$ cat src/rtl/hz_pkg.sv
// Package: shared constants for the bypass and interlock logic.
// Assumes register numbers are REG_AW bits wide and register 0 is hard-wired zero.
package hz_pkg;
    localparam int REG_AW = 5;
    localparam int SEL_W  = 2;

    localparam logic [SEL_W-1:0] SEL_RF    = 2'b00;
    localparam logic [SEL_W-1:0] SEL_MEMWB = 2'b01;
    localparam logic [SEL_W-1:0] SEL_EXMEM = 2'b10;

    // True when a producing stage writes the nonzero register a consumer reads.
    function automatic logic reg_hit(input logic [REG_AW-1:0] src,
                                     input logic [REG_AW-1:0] dst,
                                     input logic              wen);
        return wen && (src != '0) && (src == dst);
    endfunction
endpackage

$ cat src/rtl/hz_bypass_sel.sv
// Module: hz_bypass_sel
// Chooses the source of one ALU operand. The execute/memory stage has
// priority over memory/writeback. Assumes the stage fields are stable
// register outputs and that register 0 is never a valid bypass target.
module hz_bypass_sel
    import hz_pkg::*;
#(
    parameter int AW = REG_AW
) (
    input  logic [AW-1:0]    src,
    input  logic [AW-1:0]    mem_dst,
    input  logic             mem_wen,
    input  logic [AW-1:0]    wb_dst,
    input  logic             wb_wen,
    output logic [SEL_W-1:0] sel
);
    logic hit_mem;
    logic hit_wb;

    // Compare the source against both producing stages.
    always_comb begin
        hit_mem = mem_wen && (src != '0) && (src == mem_dst);
        hit_wb  = wb_wen  && (src != '0) && (src == wb_dst);
    end

    // Priority pick: the newest producer wins.
    always_comb begin
        if (hit_mem)     sel = SEL_EXMEM;
        else if (hit_wb) sel = SEL_MEMWB;
        else             sel = SEL_RF;
    end

    // Checks relating the select to the stage fields.
    always_comb begin
        a_r1_legal_code: assert (sel != 2'b11);
        a_r2_exmem_qual: assert ((sel != SEL_EXMEM) || (mem_wen && src == mem_dst));
        a_r4_memwb_only_without_exmem:
            assert ((sel != SEL_MEMWB) || (wb_wen && src == wb_dst && !(mem_wen && src == mem_dst)));
        a_r5_zero_src_rf: assert ((src != '0) || (sel == SEL_RF));
    end
endmodule

$ cat src/rtl/hz_load_interlock.sv
// Module: hz_load_interlock
// Detects a load in execute whose destination is read by the instruction
// in decode. Raises the front-end hold and the execute bubble together.
// Assumes a load always writes its destination register.
module hz_load_interlock
    import hz_pkg::*;
#(
    parameter int AW = REG_AW
) (
    input  logic [AW-1:0] dec_src_a,
    input  logic [AW-1:0] dec_src_b,
    input  logic [AW-1:0] exe_dst,
    input  logic          exe_is_load,
    output logic          hold_front,
    output logic          bubble_ex
);
    logic use_hit;

    // Load-use compare against both decode sources.
    always_comb begin
        use_hit = exe_is_load &&
                  (reg_hit(dec_src_a, exe_dst, 1'b1) || reg_hit(dec_src_b, exe_dst, 1'b1));
    end

    // Drive the hold and the bubble from the single detection.
    always_comb begin
        hold_front = use_hit;
        bubble_ex  = use_hit;
    end

    // Checks on the hold qualifiers.
    always_comb begin
        a_r8_hold_needs_load: assert (!hold_front || exe_is_load);
        a_r5_hold_not_on_r0: assert (!hold_front || exe_dst != '0);
        a_r7_hold_on_match:
            assert (!hold_front || dec_src_a == exe_dst || dec_src_b == exe_dst);
    end
endmodule

$ cat src/rtl/hz_ctrl.sv
// Module: hz_ctrl (top)
// Combinational hazard control of a five-stage in-order pipeline: two
// operand bypass selects and a one-bubble load-use interlock.
// Assumes all inputs come straight from stage registers.
module hz_ctrl
    import hz_pkg::*;
#(
    parameter int AW       = REG_AW,
    parameter int N_OPERND = 2
) (
    input  logic [AW-1:0]    dec_src_a,
    input  logic [AW-1:0]    dec_src_b,
    input  logic [AW-1:0]    exe_src_a,
    input  logic [AW-1:0]    exe_src_b,
    input  logic [AW-1:0]    exe_dst,
    input  logic             exe_is_load,
    input  logic [AW-1:0]    mem_dst,
    input  logic             mem_wen,
    input  logic [AW-1:0]    wb_dst,
    input  logic             wb_wen,
    output logic [SEL_W-1:0] fwd_sel_a,
    output logic [SEL_W-1:0] fwd_sel_b,
    output logic             hold_front,
    output logic             bubble_ex
);
    logic [AW-1:0]    src_vec [N_OPERND];
    logic [SEL_W-1:0] sel_vec [N_OPERND];

    // Gather the execute-stage sources into an indexed set.
    always_comb begin
        src_vec[0] = exe_src_a;
        src_vec[1] = exe_src_b;
    end

    // One bypass selector per ALU operand.
    for (genvar g = 0; g < N_OPERND; g++) begin : g_opnd
        hz_bypass_sel #(.AW(AW)) u_sel (
            .src     (src_vec[g]),
            .mem_dst (mem_dst),
            .mem_wen (mem_wen),
            .wb_dst  (wb_dst),
            .wb_wen  (wb_wen),
            .sel     (sel_vec[g])
        );
    end

    // Drive the operand selects out.
    always_comb begin
        fwd_sel_a = sel_vec[0];
        fwd_sel_b = sel_vec[1];
    end

    hz_load_interlock #(.AW(AW)) u_ilk (
        .dec_src_a   (dec_src_a),
        .dec_src_b   (dec_src_b),
        .exe_dst     (exe_dst),
        .exe_is_load (exe_is_load),
        .hold_front  (hold_front),
        .bubble_ex   (bubble_ex)
    );

    // Top-level checks across the two sub-blocks.
    always_comb begin
        a_r9_hold_eq_bubble: assert (hold_front == bubble_ex);
        a_r6_no_fwd_when_idle: assert ((mem_wen || wb_wen) || (fwd_sel_a == SEL_RF && fwd_sel_b == SEL_RF));
    end
endmodule

$ cat config.mk
export PLATFORM = sky130hd
export DESIGN_NAME = hz_ctrl
export DESIGN_NICKNAME = d
export VERILOG_FILES = /design/src/rtl/hz_pkg.sv /design/src/rtl/hz_bypass_sel.sv /design/src/rtl/hz_load_interlock.sv /design/src/rtl/hz_ctrl.sv
export SDC_FILE = /design/constraint.sdc
export NUM_CORES = 1
export LEC_CHECK = 0
export BUFFER_PORTS_ARGS = -buffer_cell sky130_fd_sc_hd__buf_2
export CAP_MARGIN = 20
export CORE_AREA = 5 5 42 44
export DETAILED_ROUTE_END_ITERATION = 6
export DIE_AREA = 0 0 47 49
export GPL_TIMING_DRIVEN = 1
export PLACE_DENSITY = 0.79
export SLEW_MARGIN = 20
export SYNTH_ARGS = -nofsm -noshare
export SYNTH_HDL_FRONTEND = slang
export SYNTH_HIERARCHICAL = 1
export SYNTH_SLANG_ARGS = --single-unit
$ cat constraint.sdc
create_clock -name vclk -period 1.55
set_input_delay 0.31 -clock vclk [all_inputs]
set_output_delay 0.31 -clock vclk [all_outputs]
set_load 0.01 [all_outputs]
== Word-level counts from Yosys, hierarchy flattened ==
Cells that the tools add are included.
Word-level totals
  input port bits: 38
  output and inout bits: 6
  bits in registers: 0
Operators by class
  reductions and logical operators: 16
  muxes and demuxes: 4
  eq/ne operators: 6
Operator list (count)
  5-bit equality test: 6
  5-bit nonzero test: 4
  1-bit logical AND: 11
  2-bit 2-to-1 mux: 2
  1-bit 2-to-1 mux: 2
  1-bit logical OR: 1

== Depth between registers and ports, before layout ==
  word-level depth: 5
  gate-level depth with buffers: 5

== Hierarchy ==
Netlist, hierarchy kept.
Modules (own cells, without submodules)
  hz_bypass_sel: instances 2, area each 146.4 um^2, cells each 19, seq. area each 0.0 um^2
  hz_load_interlock: instances 1, area each 155.1 um^2, cells each 20, seq. area each 0.0 um^2

== Worst setup path before layout ==
Ideal clock, no wire load.
  path type: input to output
  start point: input port exe_src_a[2]
  end point: output port fwd_sel_a[0]
  path buffers: 0
  setup slack: 0.019 ns
  stages on the path: 3
  required time: 1.240 ns
  data arrival time: 1.221 ns
  cells stage by stage: xnor2_1 -> and2_1 -> a2111oi_0
Between the ends
  longest elaborated chain between the ends: 5
  elaborated cells on any way between the ends: 9
  those cells by class: eq/ne (2); mux (2); reduce/logical (5)
RTL lines
  from (decl): RTL line hz_ctrl.sv:13  | input logic [AW-1:0] exe_src_a,
  5-bit nonzero test: RTL line hz_bypass_sel.sv:22, hz_bypass_sel.sv:23
  1-bit logical AND (2 in series): RTL line hz_bypass_sel.sv:23  | hit_wb = wb_wen && (src != '0) && (src == wb_dst);
  1-bit 2-to-1 mux: RTL line hz_bypass_sel.sv:29  | else if (hit_wb) sel = SEL_MEMWB;
  2-bit 2-to-1 mux (*): RTL line hz_bypass_sel.sv:28  | if (hit_mem) sel = SEL_EXMEM;
  to (decl): RTL line hz_ctrl.sv:21  | output logic [SEL_W-1:0] fwd_sel_a,
Mark *: on every way between the ends. The rest lies on a longest branch, timed or not.

== Final worst setup path ==
  start point: input port exe_src_b[3]
  end point: output port fwd_sel_b[1]
Between the ends
  longest elaborated chain between the ends: 4
  elaborated cells on any way between the ends: 5
  those cells by class: eq/ne (1); mux (1); reduce/logical (3)
RTL lines
  from (decl): RTL line hz_ctrl.sv:14  | input logic [AW-1:0] exe_src_b,
  5-bit nonzero test: RTL line hz_bypass_sel.sv:22  | hit_mem = mem_wen && (src != '0) && (src == mem_dst);
  1-bit logical AND: RTL line hz_bypass_sel.sv:22
  1-bit logical AND (*): RTL line hz_bypass_sel.sv:22
  2-bit 2-to-1 mux (*): RTL line hz_bypass_sel.sv:28
  to (decl): RTL line hz_ctrl.sv:22  | output logic [SEL_W-1:0] fwd_sel_b,
Marks and branches as above.

==> metrics list <==
- The flow ran to the end, but the final reports show violations.
- The checks that failed: negative setup slack.
- The die covers 2300 µm².
- The netlist uses 14 different library cells.
* Count of sequential standard cells: 0
* Setup WS post-layout: -0.156 ns
- Global-route total usage across every layer: 0.178
* Worst path bufs/invs: 2
- Once layout is complete, the utilization of the core stands at 0.639.
- The number of hold buffers added after CTS was 0.
- Share of the clock period used by the worst path: 1.10
- Gate count after technology mapping: 58
* Final Net Count: 145
- Number of antenna violations at the first check in global routing: 0
- Slew at the pin closest to its max-slew limit: 0.279 ns
- Setup repair after global routing could not meet its margin everywhere.
* Initial standard-cell utilization of the core: 0.320
- Number of fillers in the final layout: 113
- After detailed routing, the number of vias per cell comes to 4.97.
- Storage cell area: 0 µm²
* Wire length of the first global-routing pass: 3150 µm
- Pwr per Cell Area: 269 nW/µm²
- Detailed router's first-iteration violation count: 11
* Chip width: 47 µm
- For this run, the number of Yosys warnings is 6.
- For this design, the slowest cell found on the critical path is sky130_fd_sc_hd__or4_4.
* Slowest cell delay on critical path: 0.55 ns
- Top cells by area, synth: sky130_fd_sc_hd__xnor2_1 (39%), sky130_fd_sc_hd__xor2_1 (16%), sky130_fd_sc_hd__o41ai_2 (7.3%), sky130_fd_sc_hd__nand4_1 (5.6%), sky130_fd_sc_hd__buf_4 (5.0%)
* Count of pins on the block boundary: 44
- The analysis attributes to cell leakage a power of 0.379 nW.
- By count the netlist is led by sky130_fd_sc_hd__xnor2_1 (20), sky130_fd_sc_hd__xor2_1 (8), sky130_fd_sc_hd__nand2_1 (4), sky130_fd_sc_hd__nand4_1 (4), sky130_fd_sc_hd__nor2_1 (4).
* Worst hold path depth: 3
* Final weighted congestion in routability-driven placement: 0.818
- Area growth from synthesis to final layout: 100%
- After legalization and detailed placement, the total HPWL measured 1470 µm.
- Biggest area consumer among synthesized cells: sky130_fd_sc_hd__xnor2_1
* Wire length reported by the detailed router: 1960 µm
- The die is 49 µm tall.
* Nature of the critical path startpoint: input port
- Row count: 14
* Number of setup violations in the final report: 4
- For hold timing, the worst endpoint is bubble_ex.
* Final hold violation count: 0
* Number of clock buffer instances in the layout: 0
* Post-synthesis sequential area ratio: 0
- Multi-input gate area: 558 µm²
- In this run the remaining antenna-violating nets after routing total 0.
* Post-Synthesis Cell Area: 448 µm²
- Critical path class: in2out
- The worst path in the final design needs a cycle of 1.71 ns, including I/O delays and setup.
- Port Buffer Count: 44
- The signal on the critical path passes through buf_8 > or4_4 > nor2_4 > and3b_1 > buf_2.
* Vias after detailed routing: 601
- Among cell families on the critical path, the largest total delay comes from simple AND/OR/NAND/NOR gates.
- Critical path peak fanout: 2
* Hold path startpoint: exe_is_load
- Slew Viols, Final: 0
- Dominant cell by count in the synthesized netlist: sky130_fd_sc_hd__xnor2_1
* Share of layout cells above drive strength 1: 0.629
- Syn Area/Cell: 7.72 µm²
* Setup tns final: -0.504 ns
- Worst endpoint required time: 1.24 ns
* Area share of the leading cell type in the synthesized netlist: 0.391
* Length of the first detailed-routing pass in iterations: 4
- Max VDD drop: 0.000123 V
- Synth Net Count: 96
- Via count of the first global-routing pass: 693
- Entering global routing, the biggest net connects 5 pins.
- The region available for standard cell placement spans 1400 µm².
- The repair_antennas step left the layout with diodes totalling 0.
- WL per Instance: 16.2 µm
* Maximum clock rate: 586 MHz
- For this run, design rule violations remaining after detail routing come to 0.
- Congestion Overflow GR: 0
- Max-cap violations in this run came to 0.
- Max-Slew Margin vs Limit: 0.813
- Worst min-delay path category: in2out
* Endpoint class of the critical path: output pin
* Arrival time worst endpoint: 1.40 ns
* Logic depth of the worst setup path including buffers: 5
[cell usage in the layout, fill, tap and decap left out, drive strengths merged]
master    n
nand4     4
a2111oi   2
and3b     2
a21oi     2
or4       2
buf      50
nor2      4
xor2      8
o41ai     2
nand2     4
o21a      1
and2      2
nor4      2
xnor2    20
[cell type report]
type,count,share of cell area
repair buffers,50,0.355
multi-input cells,55,0.623
well taps,16,0.0223
[worst min-delay path, delay by kind of cell]
kind / cells / cell delay (ns)
buffers and inverters: 2 / 0.20
AOI/OAI and AO/OA: 1 / 0.11
[metal layers]
| metal | wire length [µm] | global-route usage | up-vias |
|---|---|---|---|
| met5 | 0 | 0 | - |
| met2 | 1090 | 0.328 | 20 |
| met1 | 749 | 0.216 | 279 |
| li1 | - | - | 296 |
| met3 | 62 | 0.0148 | 6 |
| met4 | 53 | 0.0276 | 0 |
[per-stage QoR]
step | hold slack [ns] | setup WS [ns] | instance area [µm²] | std cells | power (W)
detailed placement | 0.937 | -0.168 | 681 | 117 | 0.000175
global route | 0.979 | -0.191 | 896 | 121 | 0.000257
finish | 0.933 | -0.156 | 896 | 121 | 0.000241
CTS | 0.940 | -0.139 | 848 | 121 | 0.000218
floorplan | 0.737 | 0.0195 | 448 | 58 | 0.0000817
global placement | 0.935 | -0.146 | 681 | 117 | 0.000170
[timing repair]
action / 4_1_cts / 5_1_grt
pin swaps: 12 / 9
endpoints found under the setup margin: 4 / 6
resized for setup: 30 / 8
setup buffers: 4 / 0
hold endpoints to repair: 0 / 0
[cells by family after synthesis]
group	after synthesis	share of synthesized area
AOI/OAI and AO/OA	7	0.151
buffers and inverters	3	0.0503
xor gates and xnor gates	28	0.547
and+or+nand+nor	20	0.251
[worst max path at each step]
| stage | start | end | slack [ns] |
|---|---|---|---|
| finish | exe_src_b[3] | fwd_sel_b[1] | -0.16 |
| floorplan | exe_src_a[2] | fwd_sel_a[0] | 0.02 |
| global route | exe_src_a[3] | fwd_sel_a[0] | -0.19 |
| CTS | exe_src_b[3] | fwd_sel_b[1] | -0.14 |
| global placement | exe_src_b[1] | fwd_sel_b[1] | -0.15 |
| detailed placement | exe_src_b[1] | fwd_sel_b[1] | -0.17 |
[power by group]
group	switching [W]	internal, W	leakage [nW]
clock network	0	0	0
registers	0	0	0
logic	0.000116	0.000125	0.379
total	0.000116	0.000125	0.379
No activity file was read; power rests on OpenSTA's default activity.
